**src/rtl/fifo_lvl_pkg.sv**
```systemverilog
package fifo_lvl_pkg;

  typedef enum logic [2:0] {
    SEL_TX_THR = 3'd0,
    SEL_RX_THR = 3'd1,
    SEL_MASK   = 3'd2,
    SEL_CLEAR  = 3'd3,
    SEL_DMA    = 3'd4,
    SEL_TX_DL  = 3'd5,
    SEL_RX_DL  = 3'd6,
    SEL_NONE   = 3'd7
  } lvl_sel_e;

  localparam int IRQ_W    = 5;
  localparam int IRQ_TXLO = 0;
  localparam int IRQ_TXOV = 1;
  localparam int IRQ_RXUN = 2;
  localparam int IRQ_RXOV = 3;
  localparam int IRQ_RXHI = 4;

  localparam int ST_BUSY  = 0;
  localparam int ST_TXFUL = 1;
  localparam int ST_TXEMP = 2;
  localparam int ST_RXEMP = 3;
  localparam int ST_RXFUL = 4;

  localparam logic [IRQ_W-1:0] STICKY_BITS = 5'b01110;

  // Clear-register order to interrupt-word order.
  function automatic logic [IRQ_W-1:0] clear_map(input logic [3:0] c);
    logic [IRQ_W-1:0] v;
    v = '0;
    if (c[0]) v = v | STICKY_BITS;
    if (c[1]) v[IRQ_RXUN] = 1'b1;
    if (c[2]) v[IRQ_RXOV] = 1'b1;
    if (c[3]) v[IRQ_TXOV] = 1'b1;
    return v;
  endfunction

endpackage

```
**src/rtl/fifo_lvl_regs.sv**
```systemverilog
module fifo_lvl_regs
  import fifo_lvl_pkg::*;
#(
  parameter int DEPTH  = 32,
  parameter int DATA_W = 8,
  parameter int THR_W  = $clog2(DEPTH)
) (
  input  logic              clk,
  input  logic              rst_n,
  input  logic              reg_wr,
  input  logic [2:0]        reg_sel,
  input  logic [DATA_W-1:0] reg_wdata,
  output logic [THR_W-1:0]  tx_thr,
  output logic [THR_W-1:0]  rx_thr,
  output logic [THR_W-1:0]  tx_dl,
  output logic [THR_W-1:0]  rx_dl,
  output logic [IRQ_W-1:0]  irq_mask,
  output logic [1:0]        dma_en,
  output logic [IRQ_W-1:0]  clr_vec
);
  localparam logic [DATA_W-1:0] DEPTH_D = DATA_W'(DEPTH);
  localparam int N_LVL = 4;
  localparam logic [2:0] LVL_SEL [N_LVL] = '{SEL_TX_THR, SEL_RX_THR, SEL_TX_DL, SEL_RX_DL};

  logic              wdata_fits;
  logic [THR_W-1:0]  lvl_q [N_LVL];

  assign wdata_fits = (reg_wdata < DEPTH_D);

  for (genvar i = 0; i < N_LVL; i++) begin : g_lvl
    always_ff @(posedge clk or negedge rst_n) begin
      if (!rst_n)
        lvl_q[i] <= '0;
      else if (reg_wr && (reg_sel == LVL_SEL[i]) && wdata_fits)
        lvl_q[i] <= reg_wdata[THR_W-1:0];
    end
  end

  assign tx_thr = lvl_q[0];
  assign rx_thr = lvl_q[1];
  assign tx_dl  = lvl_q[2];
  assign rx_dl  = lvl_q[3];

  always_ff @(posedge clk or negedge rst_n) begin
    if (!rst_n) begin
      irq_mask <= '0;
      dma_en   <= '0;
    end else if (reg_wr) begin
      if (reg_sel == SEL_MASK) irq_mask <= reg_wdata[IRQ_W-1:0];
      if (reg_sel == SEL_DMA)  dma_en   <= reg_wdata[1:0];
    end
  end

  assign clr_vec = (reg_wr && reg_sel == SEL_CLEAR) ? clear_map(reg_wdata[3:0]) : '0;

endmodule

```
**src/rtl/fifo_lvl_sticky.sv**
```systemverilog
module fifo_lvl_sticky
  import fifo_lvl_pkg::*;
(
  input  logic             clk,
  input  logic             rst_n,
  input  logic [IRQ_W-1:0] set_vec,
  input  logic [IRQ_W-1:0] clr_vec,
  output logic [IRQ_W-1:0] flags
);
  for (genvar b = 0; b < IRQ_W; b++) begin : g_bit
    if (STICKY_BITS[b]) begin : g_sticky
      always_ff @(posedge clk or negedge rst_n) begin
        if (!rst_n)          flags[b] <= 1'b0;
        else if (set_vec[b]) flags[b] <= 1'b1;
        else if (clr_vec[b]) flags[b] <= 1'b0;
      end
    end else begin : g_none
      assign flags[b] = 1'b0;
    end
  end
endmodule

```
**src/rtl/fifo_lvl_compare.sv**
```systemverilog
module fifo_lvl_compare
  import fifo_lvl_pkg::*;
#(
  parameter int DEPTH = 32,
  parameter int LVL_W = $clog2(DEPTH + 1),
  parameter int THR_W = $clog2(DEPTH)
) (
  input  logic [LVL_W-1:0] tx_level,
  input  logic [LVL_W-1:0] rx_level,
  input  logic             tx_push,
  input  logic             rx_push,
  input  logic             rx_pop,
  input  logic             eng_busy,
  input  logic [THR_W-1:0] tx_thr,
  input  logic [THR_W-1:0] rx_thr,
  input  logic [THR_W-1:0] tx_dl,
  input  logic [THR_W-1:0] rx_dl,
  input  logic [1:0]       dma_en,
  output logic [4:0]       status,
  output logic [IRQ_W-1:0] level_flags,
  output logic [IRQ_W-1:0] err_events,
  output logic             tx_req,
  output logic             rx_req
);
  localparam logic [LVL_W-1:0] FULL = LVL_W'(DEPTH);

  function automatic logic at_or_below(input logic [LVL_W-1:0] lvl, input logic [THR_W-1:0] lim);
    return lvl <= LVL_W'(lim);
  endfunction

  function automatic logic above(input logic [LVL_W-1:0] lvl, input logic [THR_W-1:0] lim);
    return lvl > LVL_W'(lim);
  endfunction

  logic tx_full, tx_empty, rx_full, rx_empty;
  assign tx_full  = (tx_level == FULL);
  assign tx_empty = (tx_level == '0);
  assign rx_full  = (rx_level == FULL);
  assign rx_empty = (rx_level == '0);

  always_comb begin
    status           = '0;
    status[ST_BUSY]  = eng_busy;
    status[ST_TXFUL] = tx_full;
    status[ST_TXEMP] = tx_empty;
    status[ST_RXEMP] = rx_empty;
    status[ST_RXFUL] = rx_full;

    level_flags           = '0;
    level_flags[IRQ_TXLO] = at_or_below(tx_level, tx_thr);
    level_flags[IRQ_RXHI] = above(rx_level, rx_thr);

    err_events           = '0;
    err_events[IRQ_TXOV] = tx_push & tx_full;
    err_events[IRQ_RXUN] = rx_pop & rx_empty;
    err_events[IRQ_RXOV] = rx_push & rx_full;
  end

  assign tx_req = dma_en[1] & at_or_below(tx_level, tx_dl);
  assign rx_req = dma_en[0] & above(rx_level, rx_dl);

endmodule

```
**src/rtl/fifo_lvl_irq.sv**
```systemverilog
module fifo_lvl_irq
  import fifo_lvl_pkg::*;
#(
  parameter int DEPTH  = 32,
  parameter int DATA_W = 8,
  parameter int LVL_W  = $clog2(DEPTH + 1),
  parameter int THR_W  = $clog2(DEPTH)
) (
  input  logic              clk,
  input  logic              rst_n,
  input  logic [LVL_W-1:0]  tx_level,
  input  logic [LVL_W-1:0]  rx_level,
  input  logic              tx_push,
  input  logic              rx_push,
  input  logic              rx_pop,
  input  logic              eng_busy,
  input  logic              reg_wr,
  input  logic [2:0]        reg_sel,
  input  logic [DATA_W-1:0] reg_wdata,
  output logic [4:0]        status,
  output logic [4:0]        raw_irq,
  output logic [4:0]        masked_irq,
  output logic              irq,
  output logic              tx_dma_req,
  output logic              rx_dma_req,
  output logic [THR_W-1:0]  tx_thresh,
  output logic [THR_W-1:0]  rx_thresh
);
  logic [THR_W-1:0] tx_dl, rx_dl;
  logic [IRQ_W-1:0] irq_mask, clr_vec, level_flags, err_events, sticky_flags;
  logic [1:0]       dma_en;

  fifo_lvl_regs #(.DEPTH(DEPTH), .DATA_W(DATA_W), .THR_W(THR_W)) u_regs (
    .clk(clk), .rst_n(rst_n), .reg_wr(reg_wr), .reg_sel(reg_sel), .reg_wdata(reg_wdata),
    .tx_thr(tx_thresh), .rx_thr(rx_thresh), .tx_dl(tx_dl), .rx_dl(rx_dl),
    .irq_mask(irq_mask), .dma_en(dma_en), .clr_vec(clr_vec)
  );

  fifo_lvl_compare #(.DEPTH(DEPTH), .LVL_W(LVL_W), .THR_W(THR_W)) u_cmp (
    .tx_level(tx_level), .rx_level(rx_level), .tx_push(tx_push), .rx_push(rx_push),
    .rx_pop(rx_pop), .eng_busy(eng_busy), .tx_thr(tx_thresh), .rx_thr(rx_thresh),
    .tx_dl(tx_dl), .rx_dl(rx_dl), .dma_en(dma_en), .status(status),
    .level_flags(level_flags), .err_events(err_events), .tx_req(tx_dma_req), .rx_req(rx_dma_req)
  );

  fifo_lvl_sticky u_sticky (
    .clk(clk), .rst_n(rst_n), .set_vec(err_events), .clr_vec(clr_vec), .flags(sticky_flags)
  );

  assign raw_irq    = level_flags | sticky_flags;
  assign masked_irq = raw_irq & irq_mask;
  assign irq        = |masked_irq;

endmodule

```
**config.mk**
```make
export PLATFORM = sky130hd
export DESIGN_NAME = fifo_lvl_irq
export DESIGN_NICKNAME = d
export VERILOG_FILES = /design/src/rtl/fifo_lvl_pkg.sv /design/src/rtl/fifo_lvl_regs.sv /design/src/rtl/fifo_lvl_sticky.sv /design/src/rtl/fifo_lvl_compare.sv /design/src/rtl/fifo_lvl_irq.sv
export SDC_FILE = /design/constraint.sdc
export NUM_CORES = 1
export LEC_CHECK = 0
export BUFFER_PORTS_ARGS = -buffer_cell sky130_fd_sc_hd__buf_2
export CORE_MARGIN = 2
export CORE_UTILIZATION = 30
export CTS_CLUSTER_DIAMETER = 120
export DETAILED_ROUTE_END_ITERATION = 8
export HOLD_SLACK_MARGIN = 0.05
export SYNTH_ARGS = -nofsm -noshare
export SYNTH_HDL_FRONTEND = slang
export SYNTH_SLANG_ARGS = --single-unit
export TNS_END_PERCENT = 1
```
**constraint.sdc**
```tcl
create_clock -name clk -period 2.2 [get_ports clk]
set_input_delay 0.44 -clock clk [delete_from_list [all_inputs] [get_ports clk]]
set_output_delay 0.44 -clock clk [all_outputs]
set_load 0.02 [all_outputs]
```
==> results of run 1 <==
==> what timing repair did <==
item	CTS	global route
pin swaps	5	2
resized for setup	11	7
setup endpoints to repair	6	7
endpoints found under the hold margin	0	0
setup buffers	1	2
==> power breakdown <==
group          leakage, nW  switching [mW]  internal (mW)
clock network       0.0482           0.194          0.252
logic                0.849           0.278          0.243
registers            0.379          0.0463          0.640
total                 1.28           0.518           1.14
==> sequential cells by signal, indices dropped and copies added, names as in the netlist <==
register	cells
u_regs.tx_thr	5
u_regs.dma_en	2
u_sticky.flags	3
u_regs.irq_mask	5
u_regs.tx_dl	5
u_regs.rx_dl	5
u_regs.rx_thr	5
==> per-layer routing <==
layer / vias up / GRT usage (%)
met3: 3 / 4.78
met4: 0 / 2.95
met1: 724 / 18.8
met2: 35 / 26.4
met5: - / 0
li1: 762 / -
==> worst max path at each step <==
stage                                 startpoint   to  slack [ps]
floorplan           u_regs.rx_thr[3]$_DFFE_PN0P_  irq          70
global placement                     rx_level[3]  irq        -130
detailed placement                   rx_level[3]  irq        -150
CTS                 u_regs.rx_thr[4]$_DFFE_PN0P_  irq        -160
global route        u_regs.tx_thr[4]$_DFFE_PN0P_  irq        -240
finish              u_regs.rx_thr[4]$_DFFE_PN0P_  irq        -150
==> synthesized netlist by cell type, types with 2 or more instances <==
cell                      count  area (um2)
sky130_fd_sc_hd__nand3_1      3        15.0
sky130_fd_sc_hd__a31oi_1      2        12.5
sky130_fd_sc_hd__nand2_1     10        37.5
sky130_fd_sc_hd__nor3b_2      3        37.5
sky130_fd_sc_hd__and4b_1      4        40.0
sky130_fd_sc_hd__and2_1       3        18.8
sky130_fd_sc_hd__buf_4        5        37.5
sky130_fd_sc_hd__dfrtp_1     30         751
sky130_fd_sc_hd__a22o_1       3        26.3
sky130_fd_sc_hd__o21ai_0     14        70.1
sky130_fd_sc_hd__mux2_2      21         236
sky130_fd_sc_hd__ha_1        20         250
sky130_fd_sc_hd__nor2b_1      5        31.3
sky130_fd_sc_hd__inv_1       23        86.3
sky130_fd_sc_hd__and3_1       2        12.5
sky130_fd_sc_hd__nor2_1       4        15.0
sky130_fd_sc_hd__a21o_1       2        15.0
sky130_fd_sc_hd__nor3_1       5        25.0
==> stage by stage <==
stage	hold WS [ps]	util, %	setup TNS [ps]	instances
after floorplan	144	-	0	174
after global placement	487	38.5	-226	312
after detailed placement	490	38.5	-274	312
after CTS	202	40.9	-442	321
after global routing	243	41.3	-1070	323
final	192	41.3	-381	323
==> cell families (layout without fill, tap and decap cells) <==
family / after synthesis / count (layout) / share of synthesized area (%)
adders and majority gates: 20 / 20 / 13.5
AOI/OAI and AO/OA: 28 / 28 / 9.76
buffers and inverters: 29 / 103 / 6.93
muxes: 21 / 21 / 12.7
DFF: 30 / 30 / 40.4
and+or+nand+nor: 46 / 46 / 16.8
==> worst reg2reg max path: stages, from the launching register on <==
cell and delay [ps]:
sky130_fd_sc_hd__dfrtp_1 400, sky130_fd_sc_hd__buf_4 140, sky130_fd_sc_hd__mux2_2 260
==> cell usage in the layout (no fill, tap or decap), drive strengths merged <==
cell	n
and4b	4
nor4bb	1
clkbuf	7
nand2b	1
a32oi	1
or4	2
nor2	4
dfrtp	30
nor4	1
a22o	3
nand3	4
a211o	1
a21oi	1
buf	72
nand4	1
mux2	21
o21ai	14
o211ai	1
and2	3
ha	20
a21boi	1
o311a	1
nand2	10
nor3	5
and3	2
inv	23
a311o	1
clkinv	1
a31oi	2
nor2b	5
a21o	2
nor3b	3
==> final cells by class <==
| type | instances | area, um2 | area share, % |
|---|---|---|---|
| Multi-Input combinational cell | 115 | 1020 | 41.5 |
| Timing Repair Buffer | 72 | 419 | 17.0 |
| Clock buffer | 7 | 86.3 | 3.51 |
| Sequential cell | 30 | 751 | 30.5 |
| Clock inverter | 1 | 5.00 | 0.203 |
| Inverter | 23 | 86.3 | 3.51 |
| Tap cell | 75 | 93.8 | 3.81 |
==> flow_metrics.tcl, run 1 <==
set metrics [dict create \
    outcome "complete, but fails checks" \
    failed_checks "negative setup slack" \
    critical_path_depth 7 \
    final_cell_area_mm2 0.00246 \
    detail-route-antenna-nets 0 \
    critical_path.cell_chain "inv_2, ha_4, and4b_1, and3_4, a311o_1, o211ai_1, buf_4" \
    hold_path.class "in -> async" \
    cp_num_buf_inv 2 \
    starting_density_of_the_core_pct 31.2 \
    ys_async_sr_fraction_pct 100 \
    vdd_ir_drop_max_uv 287 \
    die_w_um 82.7 \
    dpl_cell_area_mm2 0.00229 \
    r2r-end "u_regs.rx_thr[1]$_DFFE_PN0P_" \
    seq_area_frac_synth_pct 40.4 \
    pwr_density_cell_mw_per_mm2 671 \
    first_pass_grt_wire_length_mm 7.64 \
    synthesis.instances 174 \
    count_of_flip_flops_with_a_built_in_enable_after_synthesis 0 \
    grt_usage_pct 15.3 \
    clock.fmax_mhz 426 \
    timing.max_slew.rel_slack_pct 55.2 \
    cts_inserted_buffers 5 \
    antenna_found_initial 0 \
    insertion_delay_ps 280 \
    rsz_0062_raised_after_global_routing "yes" \
    synthesized_area_divided_by_synthesized_cell_count_um2 10.7 \
    finalWirelength_mm 4.60 \
    critical_path.slowest_cell "sky130_fd_sc_hd__dfrtp_1" \
    maxSlewViolCount 0 \
    timing.final.crit_period_ps 2350 \
    layout.filler_cells 597 \
    yosysWarnings 0 \
    worstMarginPinSlew_ps 671 \
    timing.final.ws_setup_ps -150 \
    ratio_of_cells_with_drive_above_1_in_the_final_layout_pct 46.0 \
    p_leak_nw 1.28 \
    overall_die_area_mm2 0.00684 \
    post_cts_hold_buffer_count 0 \
    reg2reg_setup_slack_ps 1300 \
    worst_r2r_path_depth 2 \
    coreArea_mm2 0.00596 \
    clock_tree_from_tritoncts "yes" \
    synth_top_flop_cell "sky130_fd_sc_hd__dfrtp_1" \
    fin_skew_ps 0 \
    die_height_um 82.7 \
    crit_path_start_kind "flop" \
    area_growth_syn_to_layout_pct 32.4 \
    drt_pre_antenna_iters 4 \
    finish.net_count 297 \
    endpoint_type_of_the_worst_setup_path "output pin" \
    clk_pin_slew_ps 60 \
    critical_setup_path_class "reg -> out" \
    placement.io_buffers 55 \
    reg2reg_from "u_regs.rx_thr[1]$_DFFE_PN0P_" \
    place.gp.congestion 0.834 \
    met3WireLength_um 244 \
    antenna_cells_inserted 0 \
    globalRouteOverflowTotal 0 \
    route.detailed.drc 0 \
    routed.top_layer "met4" \
    first_global_vias 1549 \
    timing.final.hold_violations 0 \
    worst_ep_arrival_time_ps 1910 \
    clk_root_buffer_cell "sky130_fd_sc_hd__clkbuf_8" \
    wl_met2_mm 2.28 \
    max-clock-path-buffers 2 \
    cpPeakStageDelay_ps 390 \
    viasPerCell 4.72 \
    detailed_placer_s_ending_hpwl_mm 3.69 \
    htree_levels 2 \
    ys_seq_elements 30 \
    fin_crit_sh_pct 107 \
    synthesis.area_mm2 0.00186 \
    crit_family "compound AO/OA/AOI/OAI gates" \
    worstPathMaxFanout 2 \
    met1Wirelength_mm 2.05 \
    vias 1524 \
    cts.sinks 30 \
    average_wire_per_cell_in_the_routed_design_um 14.2 \
    maxCapViolations 0 \
    timing.final.setup_violations 5 \
    placement_rows 28 \
    total_power_mw 1.65 \
    maximum_number_of_pins_on_one_net_before_global_route_repair 31 \
    detailedPlace.worstSlack_ps -150 \
    initialDrtViolationCount 106 \
    netlist-cell-type-count 33 \
    syn-num-nets 224 \
    pin_count 58 \
    critical_path_required_ps 1760 \
]
Power figures use the tool's default switching activity.
==> run 2: changes to the inputs <==
--- a/config.mk
+++ b/config.mk
@@ -5,12 +5,13 @@
 export SDC_FILE = /design/constraint.sdc
 export NUM_CORES = 1
 export LEC_CHECK = 0
-export BUFFER_PORTS_ARGS = -buffer_cell sky130_fd_sc_hd__buf_2
+export BUFFER_PORTS_ARGS = -buffer_cell sky130_fd_sc_hd__buf_4
 export CORE_MARGIN = 2
-export CORE_UTILIZATION = 30
+export CORE_UTILIZATION = 40
 export CTS_CLUSTER_DIAMETER = 120
 export DETAILED_ROUTE_END_ITERATION = 8
 export HOLD_SLACK_MARGIN = 0.05
+export SETUP_SLACK_MARGIN = 0.2
 export SYNTH_ARGS = -nofsm -noshare
 export SYNTH_HDL_FRONTEND = slang
 export SYNTH_SLANG_ARGS = --single-unit
==> flow_metrics.tcl, run 2 (same netlist as run 1, synthesis figures left out) <==
set metrics [dict create \
    htree_levels 2 \
    fin_skew_ps 0 \
    worstMarginPinSlew_ps 470 \
    timing.final.crit_period_ps 2320 \
    maxCapViolations 0 \
    area_growth_syn_to_layout_pct 38.9 \
    crit_path_start "u_regs.rx_thr[2]$_DFFE_PN0P_" \
    pwr_density_cell_mw_per_mm2 662 \
    met3WireLength_um 278 \
    cp_num_buf_inv 2 \
    reg2reg_from "u_regs.rx_thr[4]$_DFFE_PN0P_" \
    final_cell_area_mm2 0.00258 \
    maxSlewViolCount 0 \
    timing.final.setup_violations 4 \
    reg2reg_setup_slack_ps 1260 \
    route.detailed.drc 0 \
    vdd_ir_drop_max_uv 330 \
    detailed_placer_s_ending_hpwl_mm 3.67 \
    drt_pre_antenna_iters 4 \
    crit_family "flip-flops" \
    routed.top_layer "met4" \
    worst_r2r_path_depth 2 \
    critical_path_depth 7 \
    clock_tree_from_tritoncts "yes" \
    insertion_delay_ps 270 \
    outcome "complete, but fails checks" \
    dp_cells 279 \
    worst_ep_arrival_time_ps 1880 \
    p_leak_nw 1.27 \
    holdWs_ps 83.0 \
    maximum_number_of_pins_on_one_net_before_global_route_repair 31 \
    worstPathMaxFanout 2 \
    post_cts_hold_buffer_count 0 \
    detail-route-antenna-nets 0 \
    max-clock-path-buffers 2 \
    failed_checks "negative setup slack" \
    overall_die_area_mm2 0.00521 \
    final_non_filler_cells 292 \
    pin_count 58 \
    starting_density_of_the_core_pct 42.1 \
    place.gp.congestion 0.867 \
    antenna_cells_inserted 0 \
    cts.sinks 30 \
    antenna_found_initial 0 \
    clk_root_buffer_cell "sky130_fd_sc_hd__clkbuf_8" \
    critical_path.slowest_cell "sky130_fd_sc_hd__dfrtp_2" \
    rsz_0062_raised_after_global_routing "yes" \
    final_common_cell "sky130_fd_sc_hd__buf_4" \
    fin_crit_sh_pct 106 \
    clk_pin_slew_ps 60 \
    r2r-end "u_regs.rx_thr[4]$_DFFE_PN0P_" \
    die_height_um 72.2 \
    finish.net_count 290 \
    endpoint_type_of_the_worst_setup_path "output pin" \
    critical_path.cell_chain "inv_2, ha_4, and4b_1, and3_1, a311o_1, o211ai_1, buf_4" \
    ratio_of_cells_with_drive_above_1_in_the_final_layout_pct 49.6 \
    cpPeakStageDelay_ps 410 \
    globalRouteOverflowTotal 0 \
    average_wire_per_cell_in_the_routed_design_um 16.1 \
    layout.cells.most_common_list "sky130_fd_sc_hd__buf_4, sky130_fd_sc_hd__dfrtp_1, sky130_fd_sc_hd__mux2_2, sky130_fd_sc_hd__inv_1, sky130_fd_sc_hd__ha_1" \
    critical_path_required_ps 1760 \
    placement_rows 24 \
    first_global_vias 1707 \
    initialDrtViolationCount 45 \
    vias 1557 \
    first_pass_grt_wire_length_mm 8.11 \
    layout.filler_cells 395 \
    hold_path.class "in -> async" \
    cts_inserted_buffers 5 \
    timing.max_slew.rel_slack_pct 68.5 \
    wl_met2_mm 2.45 \
    placement.io_buffers 55 \
    critical_path.endpoint "irq" \
    crit_path_start_kind "flop" \
    grt_usage_pct 20.2 \
    critical_setup_path_class "reg -> out" \
    total_power_mw 1.71 \
    timing.final.hold_violations 0 \
    met1Wirelength_mm 1.89 \
    clock.fmax_mhz 431 \
    timing.final.ws_setup_ps -122 \
    finalWirelength_mm 4.70 \
    coreArea_mm2 0.00441 \
    layout.core_utilization_pct 58.5 \
    die_w_um 72.2 \
    dpl_cell_area_mm2 0.00234 \
    viasPerCell 5.33 \
]
==> run 2: changes by cell type in the layout (fill, tap and decap cells not counted), moves of 2 or more <==
cell,previous run,this run
sky130_fd_sc_hd__buf_2,50,0
sky130_fd_sc_hd__buf_4,21,58
sky130_fd_sc_hd__buf_6,1,6
sky130_fd_sc_hd__dfrtp_1,30,25
sky130_fd_sc_hd__dfrtp_2,0,5
sky130_fd_sc_hd__ha_1,18,14
sky130_fd_sc_hd__ha_4,2,6
sky130_fd_sc_hd__inv_1,21,16
sky130_fd_sc_hd__inv_2,2,7
sky130_fd_sc_hd__o21ai_1,3,5
==> run 2: cell type report <==
type | instances | area (um2) | area share [%]
Clock buffer | 7 | 86.3 | 3.34
Inverter | 23 | 86.3 | 3.34
Multi-Input combinational cell | 115 | 1070 | 41.4
Sequential cell | 30 | 757 | 29.3
Tap cell | 52 | 65.1 | 2.52
Timing Repair Buffer | 65 | 518 | 20.1
==> run 2: timing repair <==
item,4_1_cts,5_1_grt
resized for setup,17,11
setup buffers,5,1
endpoints found under the setup margin,8,10
pin swaps,9,10
==> run 2: routing by layer <==
layer	GRT usage, %	vias to the layer above
li1	-	739
met1	23.8	749
met2	35.8	60
met3	4.17	9
met4	7.97	0
met5	0	-
==> run 2: worst min path at each step <==
| stage | startpoint | endpoint | slack, ps | depth (start not counted) |
|---|---|---|---|---|
| floorplan | rst_n | u_regs.dma_en[0]$_DFFE_PN0P_ | 140 | 0 |
| global placement | rst_n | u_regs.rx_thr[1]$_DFFE_PN0P_ | 390 | 1 |
| detailed placement | rst_n | u_regs.rx_thr[2]$_DFFE_PN0P_ | 390 | 1 |
| CTS | rst_n | u_regs.rx_thr[1]$_DFFE_PN0P_ | 90 | 1 |
| global route | rst_n | u_regs.rx_thr[2]$_DFFE_PN0P_ | 110 | 1 |
| finish | rst_n | u_regs.rx_thr[2]$_DFFE_PN0P_ | 80 | 1 |
==> run 2: per-stage QoR <==
| step | worst slack [ps] | setup TNS, ps |
|---|---|---|
| floorplan | 188 | 0 |
| global placement | -19.6 | -19.6 |
| detailed placement | -67.0 | -77.0 |
| CTS | -154 | -326 |
| global route | -195 | -787 |
| finish | -122 | -209 |
==> run 2: power by group <==
| group | internal, mW | switching, mW | total [mW] |
|---|---|---|---|
| Combinational | 0.292 | 0.288 | 0.580 |
| Sequential | 0.642 | 0.0505 | 0.693 |
| Clock | 0.248 | 0.188 | 0.436 |
==> run 3: changes to the inputs <==
--- a/config.mk
+++ b/config.mk
@@ -6,12 +6,14 @@
 export NUM_CORES = 1
 export LEC_CHECK = 0
 export BUFFER_PORTS_ARGS = -buffer_cell sky130_fd_sc_hd__buf_4
+export CORE_ASPECT_RATIO = 1.2
 export CORE_MARGIN = 2
 export CORE_UTILIZATION = 40
 export CTS_CLUSTER_DIAMETER = 120
 export DETAILED_ROUTE_END_ITERATION = 8
 export HOLD_SLACK_MARGIN = 0.05
 export SETUP_SLACK_MARGIN = 0.2
+export SLEW_MARGIN = 20
 export SYNTH_ARGS = -nofsm -noshare
 export SYNTH_HDL_FRONTEND = slang
 export SYNTH_SLANG_ARGS = --single-unit
==> flow_metrics.tcl, run 3 (same netlist as run 1, synthesis figures left out) <==
set metrics [dict create \
    regArea_um2 757 \
    met2_usage_pct 33.2 \
    viasPerCell 5.21 \
    detailedPlace.worstSlack_ps -29.9 \
    failed_checks "negative setup slack" \
    area_growth_syn_to_layout_pct 39.2 \
    first_pass_grt_wire_length_mm 7.51 \
    maxCapViolations 0 \
    r2r-end "u_regs.rx_thr[3]$_DFFE_PN0P_" \
    insertion_delay_ps 270 \
    worstMarginPinSlew_ps 531 \
    clk_pin_slew_ps 60 \
    timing.final.hold_violations 0 \
    totalNegativeSetupSlack_ps -245 \
    final_common_cell "sky130_fd_sc_hd__buf_4" \
    timing.final.ws_setup_ps -128 \
    fin_skew_ps 0 \
    clock_tree_from_tritoncts "yes" \
    die_w_um 66.2 \
    first_global_vias 1602 \
    initialDrtViolationCount 33 \
    timing.max_slew.rel_slack_pct 64.4 \
    cts_inserted_buffers 5 \
    critical_setup_path_class "reg -> out" \
    final_cell_area_mm2 0.00259 \
    total_power_mw 1.71 \
    finish.net_count 288 \
    overall_die_area_mm2 0.00521 \
    detailed_placer_s_ending_hpwl_mm 3.76 \
    maxSlewViolCount 0 \
    crit_path_start_kind "flop" \
    finalWirelength_mm 4.68 \
    global_routing_s_busiest_layer "met2" \
    layout.cells.most_common_list "sky130_fd_sc_hd__buf_4, sky130_fd_sc_hd__dfrtp_1, sky130_fd_sc_hd__mux2_2, sky130_fd_sc_hd__inv_1, sky130_fd_sc_hd__ha_1" \
    hold_path.class "in -> async" \
    detail-route-antenna-nets 0 \
    cpPeakStageDelay_ps 420 \
    worst_r2r_path_depth 2 \
    maximum_number_of_pins_on_one_net_before_global_route_repair 31 \
    worstPathMaxFanout 3 \
    vdd_ir_drop_max_uv 479 \
    reg2reg_from "u_regs.rx_thr[3]$_DFFE_PN0P_" \
    pin_count 58 \
    critical_path.cell_chain "inv_2, ha_4, a211o_1, a31oi_1, a32oi_1, buf_4, o211ai_1, buf_4" \
    route.detailed.drc 0 \
    average_wire_per_cell_in_the_routed_design_um 15.8 \
    max-clock-path-buffers 2 \
    fin_crit_sh_pct 106 \
    coreArea_mm2 0.00453 \
    endpoint_type_of_the_worst_setup_path "output pin" \
    globalRouteOverflowTotal 0 \
    dp_cells 286 \
    ratio_of_cells_with_drive_above_1_in_the_final_layout_pct 51.0 \
    use_met3_pct 3.58 \
    place.gp.congestion 0.903 \
    placement_rows 27 \
    post_cts_hold_buffer_count 0 \
    clk_root_buffer_cell "sky130_fd_sc_hd__clkbuf_8" \
    drt_pre_antenna_iters 4 \
    reg2reg_setup_slack_ps 1290 \
    starting_density_of_the_core_pct 41.1 \
    antenna_cells_inserted 0 \
    timing.final.crit_period_ps 2330 \
    cts.sinks 30 \
    htree_levels 2 \
    die_height_um 78.7 \
    outcome "complete, but fails checks" \
    antenna_found_initial 0 \
    final_non_filler_cells 297 \
    clock.fmax_mhz 430 \
    vias 1548 \
    worst_ep_arrival_time_ps 1890 \
    pwr_density_cell_mw_per_mm2 660 \
    grt_usage_pct 18.9 \
    layout.filler_cells 393 \
    placement.io_buffers 55 \
    global_route.usage.met1_pct 22.7 \
    critical_path_required_ps 1760 \
    dpl_cell_area_mm2 0.00236 \
    critical_path.slowest_cell "sky130_fd_sc_hd__dfrtp_2" \
    rsz_0062_raised_after_global_routing "yes" \
    p_leak_nw 1.26 \
    worst_path_most_repeated_cell "sky130_fd_sc_hd__buf_4" \
    timing.final.setup_violations 5 \
    multiInputGateArea_mm2 0.00110 \
]
-- run 3: routing by layer --
layer / wire (um) / up-vias
li1: - / 743
met4: 82 / 0
met3: 223 / 11
met2: 2440 / 50
met5: 0 / -
met1: 1940 / 744
-- run 3: report_power, final --
part,total (mW),switching (mW),leakage (nW),internal (mW)
Clock,0.440,0.186,0.0455,0.254
Combinational,0.573,0.287,0.842,0.286
Sequential,0.696,0.0534,0.372,0.643
-- run 3: layout make-up --
cell class                 count  share of cell area [%]
timing repair buffer          63                    18.7
sequential                    30                    29.2
tap                           58                    2.80
multi-input combinational    115                    42.4
inverter                      23                    3.33
clock buffer                   8                    3.48
-- run 3: worst max path at each step --
stage / start / to / cells after the start
final: u_regs.tx_thr[4]$_DFFE_PN0P_ / irq / 8
after global routing: u_regs.tx_thr[4]$_DFFE_PN0P_ / irq / 8
after CTS: u_regs.rx_thr[2]$_DFFE_PN0P_ / irq / 7
after detailed placement: rx_level[4] / irq / 7
after global placement: rx_level[4] / irq / 7
after floorplan: u_regs.tx_thr[4]$_DFFE_PN0P_ / irq / 6
-- run 3: critical path: cells and delay by family, from the launching register on --
family | cells | cell delay [ps]
AOI/OAI and AO/OA | 4 | 610
DFF | 1 | 420
buffers and inverters | 3 | 400
adders and majority gates | 1 | 190
-- run 3: stage by stage --
step | utilization (%) | hold slack [ps]
after floorplan | - | 144
after global placement | 52.1 | 379
after detailed placement | 52.1 | 387
after CTS | 56.9 | 87.4
after global routing | 57.2 | 111
final | 57.2 | 85.0
-- run 3: what timing repair did --
action | 4_1_cts | 5_1_grt
buffers inserted | 3 | 0
pin swaps | 10 | 8
setup endpoints to repair | 10 | 9
resized for setup | 22 | 5
cloned | 0 | 0
